--- config.mk ---
export PLATFORM = sky130hd
export DESIGN_NAME = csport_xfer
export DESIGN_NICKNAME = d
export VERILOG_FILES = /design/src/rtl/csx_pkg.sv /design/src/rtl/csx_sync.sv /design/src/rtl/csx_sckgen.sv /design/src/rtl/csx_shifter.sv /design/src/rtl/csx_bufram.sv /design/src/rtl/csport_xfer.sv
export SDC_FILE = /design/constraint.sdc
export NUM_CORES = 1
export LEC_CHECK = 0
export ABC_AREA = 1
export BUFFER_PORTS_ARGS = -buffer_cell sky130_fd_sc_hd__buf_2
export CAP_MARGIN = 0
export CORE_MARGIN = 3
export CORE_UTILIZATION = 35
export DETAILED_ROUTE_END_ITERATION = 7
export PLACE_DENSITY = 0.6
export SETUP_SLACK_MARGIN = 0.2
export SLEW_MARGIN = 20
export SYNTH_ARGS = -nofsm -noshare
export SYNTH_HDL_FRONTEND = slang
export SYNTH_SLANG_ARGS = --single-unit
--- constraint.sdc ---
create_clock -name clk -period 3.6 [get_ports clk]
set_input_delay 0.18 -clock clk [delete_from_list [all_inputs] [get_ports clk]]
set_output_delay 0.18 -clock clk [all_outputs]
set_load 0.1 [all_outputs]
--- src/rtl/csx_pkg.sv ---
package csx_pkg;

   // engine state of the auto-transfer sequencer
   typedef enum logic {
      ENG_IDLE = 1'b0,
      ENG_RUN  = 1'b1
   } eng_state_e;

   // smallest legal serial clock divider (two system clocks per half period)
   localparam int unsigned CSX_MIN_DIV = 4;

   // packing order of the synchronized pad bundle
   localparam int unsigned PAD_CS  = 2;
   localparam int unsigned PAD_SCK = 1;
   localparam int unsigned PAD_SI  = 0;
   localparam int unsigned PAD_W   = 3;

endpackage

--- src/rtl/csx_sync.sv ---
module csx_sync #(
   parameter int unsigned WIDTH   = 1,
   parameter int unsigned STAGES  = 2,
   parameter logic [WIDTH-1:0] RST_VAL = '0
) (
   input  logic             clk,
   input  logic             rst_n,
   input  logic [WIDTH-1:0] d,
   output logic [WIDTH-1:0] q,
   output logic [WIDTH-1:0] q_prev
);

   // STAGES flops for metastability, one more to expose the previous value
   logic [STAGES:0][WIDTH-1:0] chain;

   always_ff @(posedge clk or negedge rst_n) begin
      if (!rst_n) begin
         chain <= {(STAGES+1){RST_VAL}};
      end else begin
         chain <= {chain[STAGES-1:0], d};
      end
   end

   assign q      = chain[STAGES-1];
   assign q_prev = chain[STAGES];

endmodule

--- src/rtl/csx_sckgen.sv ---
module csx_sckgen #(
   parameter int unsigned DIV = 8
) (
   input  logic clk,
   input  logic rst_n,
   input  logic run,
   output logic sck,
   output logic fall_stb,
   output logic rise_stb
);

   localparam int unsigned HALF = DIV / 2;
   localparam int unsigned PW   = $clog2(DIV);
   localparam bit          POW2 = ((DIV & (DIV - 1)) == 0);

   logic [PW-1:0] ph;
   logic [PW-1:0] ph_nx;

   generate
      if (POW2) begin : g_wrap_free
         assign ph_nx = ph + 1'b1;
      end else begin : g_wrap_cmp
         assign ph_nx = (ph == PW'(DIV - 1)) ? '0 : ph + 1'b1;
      end
   endgenerate

   assign fall_stb = run && (ph == '0);
   assign rise_stb = run && (ph == PW'(HALF));

   always_ff @(posedge clk or negedge rst_n) begin
      if (!rst_n) begin
         ph  <= '0;
         sck <= 1'b1;
      end else if (!run) begin
         ph  <= '0;
         sck <= 1'b1;
      end else begin
         ph <= ph_nx;
         if (fall_stb) begin
            sck <= 1'b0;
         end else if (rise_stb) begin
            sck <= 1'b1;
         end
      end
   end

endmodule

--- src/rtl/csx_shifter.sv ---
module csx_shifter #(
   parameter int unsigned DW = 8
) (
   input  logic          clk,
   input  logic          rst_n,
   input  logic          clear,
   input  logic          fall_e,
   input  logic          rise_e,
   input  logic          si_s,
   input  logic [DW-1:0] load_data,
   output logic          so_bit,
   output logic          byte_done,
   output logic [DW-1:0] rx_next
);

   localparam int unsigned CNW = $clog2(DW);

   logic [CNW-1:0] bit_cnt;
   logic [DW-1:0]  tx_q;
   logic [DW-1:0]  rx_q;

   assign rx_next   = {rx_q[DW-2:0], si_s};
   assign byte_done = rise_e && (bit_cnt == CNW'(DW - 1));
   assign so_bit    = tx_q[DW-1];

   always_ff @(posedge clk or negedge rst_n) begin
      if (!rst_n) begin
         bit_cnt <= '0;
         tx_q    <= '0;
         rx_q    <= '0;
      end else if (clear) begin
         bit_cnt <= '0;
         rx_q    <= '0;
      end else if (fall_e) begin
         if (bit_cnt == '0) begin
            tx_q <= load_data;
         end else begin
            tx_q <= {tx_q[DW-2:0], 1'b0};
         end
      end else if (rise_e) begin
         rx_q <= rx_next;
         if (byte_done) begin
            bit_cnt <= '0;
         end else begin
            bit_cnt <= bit_cnt + 1'b1;
         end
      end
   end

endmodule

--- src/rtl/csx_bufram.sv ---
module csx_bufram #(
   parameter int unsigned DEPTH = 32,
   parameter int unsigned DW    = 8,
   localparam int unsigned AW   = $clog2(DEPTH)
) (
   input  logic          clk,
   input  logic          we,
   input  logic [AW-1:0] waddr,
   input  logic [DW-1:0] wdata,
   input  logic [AW-1:0] raddr_a,
   output logic [DW-1:0] rdata_a,
   input  logic [AW-1:0] raddr_b,
   output logic [DW-1:0] rdata_b
);

   logic [DW-1:0] mem [DEPTH];

   always_ff @(posedge clk) begin
      if (we) begin
         mem[waddr] <= wdata;
      end
   end

   assign rdata_a = mem[raddr_a];
   assign rdata_b = mem[raddr_b];

endmodule

--- src/rtl/csport_xfer.sv ---
module csport_xfer #(
   parameter int unsigned DEPTH       = 32,
   parameter int unsigned DATA_W      = 8,
   parameter int unsigned SCK_DIV     = 8,
   parameter int unsigned SYNC_STAGES = 2,
   parameter int unsigned SO_LAG      = 3,
   localparam int unsigned AW = $clog2(DEPTH),
   localparam int unsigned CW = $clog2(DEPTH + 1)
) (
   input  logic              clk,
   input  logic              rst_n,
   input  logic              mode_master,
   input  logic              cs_n_in,
   input  logic              sck_in,
   output logic              sck_out,
   output logic              sck_oe,
   input  logic              si,
   output logic              so,
   output logic              so_oe,
   input  logic              buf_we,
   input  logic [AW-1:0]     buf_addr,
   input  logic [DATA_W-1:0] buf_wdata,
   output logic [DATA_W-1:0] buf_rdata,
   input  logic [CW-1:0]     xfer_len,
   input  logic              start,
   input  logic              irq_clr,
   output logic              busy,
   output logic              done,
   output logic              irq
);

   import csx_pkg::*;

   localparam int unsigned LW = $clog2(SO_LAG + 1);

   // elaboration-time parameter checks
   generate
      if (SCK_DIV < CSX_MIN_DIV || (SCK_DIV % 2) != 0) begin : g_bad_div
         $error("SCK_DIV must be even and at least 4");
      end
      if (DEPTH < 2) begin : g_bad_depth
         $error("DEPTH must be at least 2");
      end
      if (DATA_W < 2) begin : g_bad_width
         $error("DATA_W must be at least 2");
      end
      if (SYNC_STAGES < 2) begin : g_bad_sync
         $error("SYNC_STAGES must be at least 2");
      end
      if (SO_LAG < 1) begin : g_bad_lag
         $error("SO_LAG must be at least 1");
      end
   endgenerate

   // ---------------- pad synchronizer ----------------
   logic [PAD_W-1:0] pad_raw, pad_s, pad_p;

   assign pad_raw[PAD_CS]  = cs_n_in;
   assign pad_raw[PAD_SCK] = sck_in;
   assign pad_raw[PAD_SI]  = si;

   csx_sync #(
      .WIDTH   (PAD_W),
      .STAGES  (SYNC_STAGES),
      .RST_VAL (3'b110)
   ) u_sync (
      .clk    (clk),
      .rst_n  (rst_n),
      .d      (pad_raw),
      .q      (pad_s),
      .q_prev (pad_p)
   );

   logic cs_act, si_s, ext_fall, ext_rise;

   assign cs_act   = ~pad_s[PAD_CS];
   assign si_s     = pad_s[PAD_SI];
   assign ext_fall = pad_p[PAD_SCK] & ~pad_s[PAD_SCK];
   assign ext_rise = ~pad_p[PAD_SCK] & pad_s[PAD_SCK];

   // ---------------- output enable sequencing ----------------
   logic [LW-1:0] lag_q;

   always_ff @(posedge clk or negedge rst_n) begin
      if (!rst_n) begin
         lag_q <= '0;
      end else if (!cs_act) begin
         lag_q <= '0;
      end else if (lag_q != LW'(SO_LAG)) begin
         lag_q <= lag_q + 1'b1;
      end
   end

   assign so_oe  = cs_act && (lag_q == LW'(SO_LAG));
   assign sck_oe = mode_master && cs_act;

   // ---------------- engine state ----------------
   eng_state_e      st_q;
   logic [AW-1:0]   idx_q;
   logic [CW-1:0]   len_q;
   logic            start_ok, link_on, last_byte, finish;

   assign busy     = (st_q == ENG_RUN);
   assign link_on  = busy && cs_act;
   assign start_ok = start && !busy && (xfer_len != '0) && (xfer_len <= CW'(DEPTH));

   // ---------------- serial clock sources ----------------
   logic gen_run, gen_fall, gen_rise, fall_e, rise_e;

   assign gen_run = mode_master && link_on && so_oe;

   csx_sckgen #(
      .DIV (SCK_DIV)
   ) u_sckgen (
      .clk      (clk),
      .rst_n    (rst_n),
      .run      (gen_run),
      .sck      (sck_out),
      .fall_stb (gen_fall),
      .rise_stb (gen_rise)
   );

   assign fall_e = link_on && (mode_master ? gen_fall : ext_fall);
   assign rise_e = link_on && (mode_master ? gen_rise : ext_rise);

   // ---------------- shifter ----------------
   logic [DATA_W-1:0] eng_rdata, rx_next;
   logic              byte_done;

   csx_shifter #(
      .DW (DATA_W)
   ) u_shift (
      .clk       (clk),
      .rst_n     (rst_n),
      .clear     (!link_on),
      .fall_e    (fall_e),
      .rise_e    (rise_e),
      .si_s      (si_s),
      .load_data (eng_rdata),
      .so_bit    (so),
      .byte_done (byte_done),
      .rx_next   (rx_next)
   );

   assign last_byte = ((CW'(idx_q) + CW'(1)) == len_q);
   assign finish    = byte_done && last_byte;

   // ---------------- buffer memory ----------------
   logic              mem_we;
   logic [AW-1:0]     mem_waddr;
   logic [DATA_W-1:0] mem_wdata;

   assign mem_we    = busy ? byte_done : buf_we;
   assign mem_waddr = busy ? idx_q     : buf_addr;
   assign mem_wdata = busy ? rx_next   : buf_wdata;

   csx_bufram #(
      .DEPTH (DEPTH),
      .DW    (DATA_W)
   ) u_buf (
      .clk     (clk),
      .we      (mem_we),
      .waddr   (mem_waddr),
      .wdata   (mem_wdata),
      .raddr_a (buf_addr),
      .rdata_a (buf_rdata),
      .raddr_b (idx_q),
      .rdata_b (eng_rdata)
   );

   // ---------------- sequencer ----------------
   always_ff @(posedge clk or negedge rst_n) begin
      if (!rst_n) begin
         st_q  <= ENG_IDLE;
         idx_q <= '0;
         len_q <= '0;
         done  <= 1'b0;
      end else begin
         done <= 1'b0;
         if (start_ok) begin
            st_q  <= ENG_RUN;
            idx_q <= '0;
            len_q <= xfer_len;
         end else if (busy && byte_done) begin
            if (last_byte) begin
               st_q <= ENG_IDLE;
               done <= 1'b1;
            end else begin
               idx_q <= idx_q + 1'b1;
            end
         end
      end
   end

   always_ff @(posedge clk or negedge rst_n) begin
      if (!rst_n) begin
         irq <= 1'b0;
      end else if (finish) begin
         irq <= 1'b1;
      end else if (irq_clr) begin
         irq <= 1'b0;
      end
   end

endmodule

* After elaboration in Yosys (flattened, before gate mapping)
Memory sizes are Yosys's and may differ from the RTL's. Cells that the tools add are included.
Storage, ports and cells: register bits after elaboration 46, RAM bits 256, input bits 28, output and inout bits 15, memories 1
Memories:
- u_buf.mem | depth 32, width 8, rd ports 2, clocked after Yosys merged registers in 0, write ports 1, RTL line csx_bufram.sv:16 | logic [DW-1:0] mem [DEPTH];
Operators by class: add/sub/neg operators 5, order comparisons 1, equal/unequal tests 9, mux-type cells 32, bitwise gates (word level) 5, reductions and logical operators 27
Operators by type and width (count):
- two-way mux 7 bit | 3
- two-way mux 5 bit | 4
- two-way mux 1 bit | 16
- two-way mux 8 bit | 2
- logical AND 1 bit | 15
- two-way mux 3 bit | 5
- AND reduction 2 bit | 4
- nonzero test 2 bit | 4
- adder 3 x 1 -> 3 bit (second input constant) | 2
- adder 5 x 1 -> 6 bit (second input constant) | 1
- equality test 3 bit (second input constant) | 2
- equality test 6 bit | 1
- less-or-equal comparator 6 bit (second input constant) | 1
- logical NOT 3 bit | 2
- != test 2 bit (second input constant) | 3
- nonzero test 6 bit | 1
- adder 5 x 1 -> 5 bit (second input constant) | 1
- two-way mux 2 bit | 2
- != test 3 bit (second input constant) | 1
- NOT 1 bit | 3
- adder 2 x 1 -> 2 bit (second input constant) | 1
- AND 1 bit | 2
- equality test 2 bit (second input constant) | 1
- != test 2 x 1 -> 1 bit (second input constant) | 1
- logical NOT 1 bit | 1

* Logic depth before layout (Yosys ltp)
Gate-level depths: netlist (run 1).
word-level depth 12, gate-level depth with buffers 12, depth with buffers taken out 12

* Cells and area by module
A second synthesis (run 1) with hierarchy kept.
Second synthesis, totals: cell total of the unflattened synthesis 1850, area total of the unflattened synthesis 15857.7 µm²
Modules (own cells, without submodules):
- csx_bufram | instances 1, cells an instance 1523, area each 13340.3 µm², seq. area each 7687.4 µm²
- csport_xfer | instances 1, cells an instance 169, area each 1109.8 µm², seq. area each 400.4 µm²
- csx_shifter | instances 1, cells an instance 120, area each 927.1 µm², seq. area each 450.4 µm²
- csx_sync | instances 1, cells an instance 15, area each 277.8 µm², seq. area each 232.7 µm²
- csx_sckgen | instances 1, cells an instance 23, area each 202.7 µm², seq. area each 101.3 µm²

* Least setup slack after synthesis (run 1)
OpenSTA, ideal clock, no wires.
path type reg2reg, from register st_q, in the netlist busy, to memory u_buf.mem[0][1] (data pin), arrival 2944 ps, path slack 202 ps, cell stages (with the launch flop) 4, clock period less this slack 3398 ps, path through dfrtp_1 -> clkinv_1 -> clkbuf_1 -> o21ai_0
On the way: cells in the longest elaborated chain, start to end 1
RTL lines:
- start, declared | RTL line csport_xfer.sv:98 | eng_state_e st_q;
- start signal, assigned | RTL line csport_xfer.sv:174 | st_q <= ENG_IDLE;
- start signal, assigned | RTL line csport_xfer.sv:181 | st_q <= ENG_RUN;
- start signal, assigned | RTL line csport_xfer.sv:186 | st_q <= ENG_IDLE;
- two-way mux 8 bit | RTL line csport_xfer.sv:155 | assign mem_wdata = busy ? rx_next : buf_wdata;
- via mem_wdata[1] | RTL line csport_xfer.sv:151 | logic [DATA_W-1:0] mem_wdata;
- end, declared | RTL line csx_bufram.sv:16
The timed path passes the listed nets, and every way through them passes these cells.

* Worst setup path in the final report (run 1)
from input port buf_addr[1], to output port buf_rdata[5]
On the way: cells in the longest elaborated chain, start to end 1
RTL lines:
- start, declared | RTL line csport_xfer.sv:21 | input logic [AW-1:0] buf_addr,
- memory (32 x 8 bit)
- end, declared | RTL line csport_xfer.sv:23 | output logic [DATA_W-1:0] buf_rdata,
Every way passes these cells.

==> metrics, run 1 <==
Yosys top cell area share 0.517; largest area contributor in the netlist edfxtp_1; Final Wtd Congestion 0.937; Reg power frac 0.492; H-tree depth 2; pre-CTS setup slack 863 ps; clk slew on worst S/H paths 60 ps; Critical Setup Path Class input pin to output pin; post-CTS setup buffers 0; CTS Buf Count 34; largest cells by area after synthesis edfxtp_1 (52%), nand2_1 (10%), nand3_1 (8.1%); number of fill cells 3,905; VDD IR max 0.383 mV; count leader, synth nand2_1; row cnt 74; Gate power share 0.071; via count 12.6k; CP max-delay cell buf_2; final worst path period need 2880 ps; min-delay worst type input pin to async pin; Sw Share 0.239; Worst-Margin Slew 895 ps; Leak Pwr 6.37 nW; cell family with most CP delay buffers and inverters; power density cells 460 nW/µm²; Setup Skew 20.1 ps; CP Buf/Inv Count 4; CP max FO 34; Mean Syn Cell Area 9.28 µm²; unique cell type count in the Yosys netlist 31; Final Cycle Share 0.801; asr flop ratio synth 0.150; Cell Area, Synth 14,900 µm²; pin count of the biggest net entering global routing 136; final worst slack 717 ps; Routed WL per cell 22.1 µm; number of port buffers 42; DPL Wire Length 29.5 mm; initial antenna violation count 0; worst skew pair latency 530 ps; Die H 212 µm; Vias/cell 5.76; CTS sink count 301; Main synth FF type edfxtp_1; final setup vio count 0; RSZ-0062 raised after global routing false; DR iter-0 viols 1,991; fin cells 2,181; max_cap viols 0; ant diodes 0; CP most frequent cell nand2_1; #FFs+latches synth 301; CP arrival 2700 ps; placed cell count 2,108; syn_nets 1,639; Initial DRT Pass Iterations 6; I/O pins 43; final WL 48.2 mm; Fin. Hold Viols 0; synth cell count leaders nand2_1 (395), edfxtp_1 (256), nand3_1 (241), nor2_1 (204), o21ai_0 (160); f_max 347 MHz; max-slew violation count 0; status finished, final reports clean; DRC viols 0; NetSw 1.86 mW; remaining antenna violation count 0; number of global-route vias before repair 11.7k; Area Growth Syn to Fin 13.7%; TNS Setup 0 ps; sequential fraction of the synthesis area 0.593; nets 1,659; share of layout cells above drive strength 1 0.102; Core Util, Final 0.409; CTS root buf clkbuf_16; clock share of power 0.438; chip width 212 µm; Synth Warn # 0; initial core utilization 0.360; largest stage delay on the critical path 470 ps; critical path required time 3420 ps; final hold slack 197 ps; Synth Instances 1,604; Cell Int Power 5.93 mW; die area 45,000 µm²; clk buf depth 3; crit path launch type input pin; grt ovf 0; critical path endpoint category output pin; core area 41,400 µm²; first-pass GRT wire length 71.9 mm; All-Layer GR Usage 0.211; CP cell instances buf_2 -> inv_2 -> buf_4 -> o21ai_0 -> o221ai_1 -> nand3_1 -> nand2_1 -> nand2_1 -> nand2_1 -> buf_2; Post-synth EDFFs 256; max_slew headroom 0.403; CTS tree built
[layout by cell type, fill, tap and decap left out, types with 2 or more instances in the layout]
cell type / netlist / layout
clkbuf_16: 0 / 35
nand2_1: 395 / 395
xnor2_1: 3 / 3
dfrtp_1: 39 / 37
buf_12: 0 / 6
nand4_1: 8 / 8
bufinv_16: 0 / 2
inv_2: 7 / 6
dlygate4sd3_1: 0 / 12
o21ai_0: 160 / 153
buf_4: 2 / 35
edfxtp_1: 256 / 256
nor2_1: 204 / 204
buf_2: 33 / 40
clkinv_1: 2 / 3
ha_1: 7 / 7
clkbuf_8: 0 / 2
o211ai_1: 10 / 10
a31oi_1: 6 / 6
clkinvlp_4: 0 / 2
o21ai_2: 2 / 9
dfstp_2: 6 / 6
xor2_1: 3 / 3
inv_1: 50 / 49
nand3_1: 241 / 241
o221ai_1: 64 / 64
clkinv_2: 0 / 8
inv_6: 0 / 3
nand2_2: 2 / 2
nand3_4: 4 / 4
a21oi_1: 20 / 20
clkbuf_1: 65 / 6
clkinv_4: 0 / 2
[through the flow]
stage,cell area (µm²),total power [mW]
floorplan,14900,4.24
global placement,15700,4.43
detailed placement,15700,4.44
CTS,16900,7.86
global route,16900,8.05
finish,16900,7.79
[worst paths after layout]
kind / startpoint / to / slack [ps] / cells after the start
hold / removal: rst_n / idx_q[2] / 200 / 2
setup / recovery: buf_addr[1] / buf_rdata[5] / 720 / 10
setup reg to reg: lag_q[0] / u_buf.mem[13][2] / 900 / 11
min in group clk: start / busy / 240 / 3
hold reg to reg: u_sync.chain[0] / u_sync.q[0] / 360 / 0
max in group asynchronous: rst_n / idx_q[0] / 2960 / 2
[what timing repair did]
| item | 4_1_cts | 5_1_grt |
|---|---|---|
| endpoints found under the setup margin | 0 | 0 |
| resized for setup | 0 | 0 |
| hold endpoints to repair | 50 | 0 |
| hold buffers | 12 | 0 |
[metal layers]
metal  part of all wire  vias to the layer above  GRT usage
met5                  0                        -          0
met4              0.030                        0     0.0652
met3               0.12                      121     0.0463
met2               0.43                      828      0.315
met1               0.42                     5932      0.307
li1                   -                     5671          -
[registers in the layout, indices dropped and copies added (netlist names)]
register	flops
len_q	6
u_shift.bit_cnt	3
done	1
u_sync.q	3
u_shift.rx_q	7
lag_q	2
u_sckgen.ph	3
u_sync.chain	3
u_sync.q_prev	1
irq	1
busy	1
u_sckgen.sck	1
u_buf.mem	256
idx_q	5
u_shift.tx_q	8
[power groups by stage]
stage                     clock network, mW  registers [mW]  logic [mW]
after floorplan                           0            3.92       0.321
after global placement                    0            3.90       0.527
after detailed placement                  0            3.90       0.532
after CTS                              3.49            3.83       0.542
after global routing                   3.64            3.83       0.584
final                                  3.41            3.83       0.550
[worst reg2reg max path, delay by kind of cell, from the launching register on]
kind,cells,cell delay [ps]
fa+ha+maj,1,170
buf+inv,2,180
flops,1,370
simple gates,8,1620
[cell type report]
| cell class | instances | area [µm²] | area share |
|---|---|---|---|
| Tap cell | 532 | 666 | 0.0393 |
| Clock buffer | 43 | 926 | 0.0547 |
| Inverter | 59 | 225 | 0.0133 |
| Sequential cell | 301 | 8830 | 0.521 |
| Timing Repair Buffer | 93 | 703 | 0.0415 |
| Clock inverter | 18 | 174 | 0.0103 |
| Multi-Input combinational cell | 1135 | 5410 | 0.320 |
[cells by family after synthesis]
| group | Yosys count | share of synthesized area |
|---|---|---|
| adders and majority gates | 7 | 0.00588 |
| DFF | 301 | 0.593 |
| and+or+nand+nor | 858 | 0.244 |
| xor gates and xnor gates | 6 | 0.00353 |
| buffers and inverters | 168 | 0.0456 |
| AOI/OAI and AO/OA | 264 | 0.108 |
No activity file was read; power rests on OpenSTA's default activity.
==> inputs of run 2 (changes only) <==
==> constraint.sdc (replaced) <==
create_clock -name clk -period 2.7 [get_ports clk]
set_input_delay 0.135 -clock clk [delete_from_list [all_inputs] [get_ports clk]]
set_output_delay 0.135 -clock clk [all_outputs]
set_load 0.1 [all_outputs]
==> metrics, run 2 (synthesis gave the netlist of run 1 again) <==
number of global-route vias before repair 11.6k; initial antenna violation count 1; final WL 50.2 mm; core area 41,400 µm²; number of fill cells 3,903; area of the multi-input gates 5450 µm²; ant diodes 0; I/O pins 43; RSZ-0062 raised after global routing true; commonest non-fill, non-tap cell in the layout nand2_1; CTS sink count 301; Final Cycle Share 0.885; placed cell count 2,144; chip width 212 µm; Setup Skew 32.1 ps; critical path endpoint category output pin; Critical Setup Path Class flip-flop to output pin; initial core utilization 0.360; Fin. Hold Viols 0; Routed WL per cell 22.6 µm; CTS root buf clkbuf_16; worst skew pair latency 540 ps; Area Growth Syn to Fin 17.7%; grt ovf 0; nets 1,701; via count 12.9k; final hold slack 213 ps; f_max 419 MHz; power density cells 615 nW/µm²; All-Layer GR Usage 0.218; min-delay worst type input pin to flip-flop; max_cap viols 0; final worst slack 311 ps; max reg flops 256; Vias/cell 5.80; status finished, final reports clean; Biggest register u_buf.mem; max-slew violation count 0; pre-CTS setup slack 278 ps; share of layout cells above drive strength 1 0.134; crit path launch type flip-flop; Leak Pwr 6.68 nW; die area 45,000 µm²; Initial DRT Pass Iterations 6; commonest non-fill, non-tap cells in the layout nand2_1 (395), edfxtp_1 (256), nand3_1 (241), nor2_1 (190), o21ai_0 (153); H-tree depth 2; fin cells 2,222; final worst path period need 2390 ps; Final Wtd Congestion 0.938; max_slew headroom 0.516; clk buf depth 3; CTS Buf Count 34; clk slew on worst S/H paths 60 ps; DPL Wire Length 30.8 mm; VDD IR max 0.517 mV; largest registers u_buf.mem (256), u_shift.tx_q (8), u_shift.rx_q (7); Worst-Margin Slew 726 ps; number of port buffers 42; CP max FO 2; first-pass GRT wire length 73.6 mm; remaining antenna violation count 0; DR iter-0 viols 2,136; Die H 212 µm; CP arrival 2250 ps; total power 10.8 mW; DRC viols 0; TNS Setup 0 ps; pin count of the biggest net entering global routing 68; CTS tree built; register area 8830 µm²; critical path required time 2570 ps; row cnt 74; final setup vio count 0
## run 2: cell types whose count changed in the layout (fill, tap and decap cells not counted), moves of 2 or more
cell	before	now
nor2_4	0	2
buf_4	35	69
nor2_1	204	190
bufinv_16	2	6
clkinv_4	2	0
clkbuf_1	6	4
buf_12	6	17
inv_6	3	1
clkinvlp_4	2	4
nor2_2	1	13
buf_2	40	37
## run 2: final timing paths
check,cells past startpoint,slack (ps),from,to
worst max-delay path,7,310,u_buf.mem[17][6],buf_rdata[6]
worst min-delay path,3,210,start,busy
worst max register to register,12,360,lag_q[0],u_buf.mem[30][4]
worst min register to register,0,360,u_sync.chain[0],u_sync.q[0]
max in group asynchronous,3,1740,rst_n,u_sckgen.sck
min in group asynchronous,2,220,rst_n,len_q[0]
## run 2: layout make-up
type | instances | area share
clock buffers | 42 | 0.0532
well taps | 532 | 0.0380
flip-flops and latches | 301 | 0.504
repair buffers | 135 | 0.0664
clock inverters | 18 | 0.0144
inverters | 59 | 0.0128
multi-input cells | 1135 | 0.311
## run 2: through the flow
stage                     utilization  cell area (µm²)
after global placement          0.389            16100
after CTS                       0.420            17400
after floorplan                     -            14900
after global routing            0.423            17500
after detailed placement        0.389            16100
final                           0.423            17500
## run 2: critical path: stages, from the launching register on
cell,delay (ps)
edfxtp_1,390
o21ai_0,100
o221ai_1,170
nand3_1,310
nand2_1,140
nand2_1,50
nand2_1,100
buf_2,440
## run 2: timing repair
item,CTS,global route
setup buffers,0,6
endpoints found under the setup margin,0,231
hold buffers,12,0
resized for setup,0,16
endpoints found under the hold margin,37,0
## run 2: power breakdown
part,internal [mW],switching (mW)
clock,3.03,1.87
sequential,5.08,0.0287
combinational,0.200,0.571
total,8.31,2.47
## run 2: routing by layer
metal,vias up,track usage,share of wire
met5,-,0,0.00026
met4,2,0.0849,0.036
met3,142,0.0533,0.12
met2,891,0.316,0.43
met1,6116,0.315,0.42
li1,5744,-,-
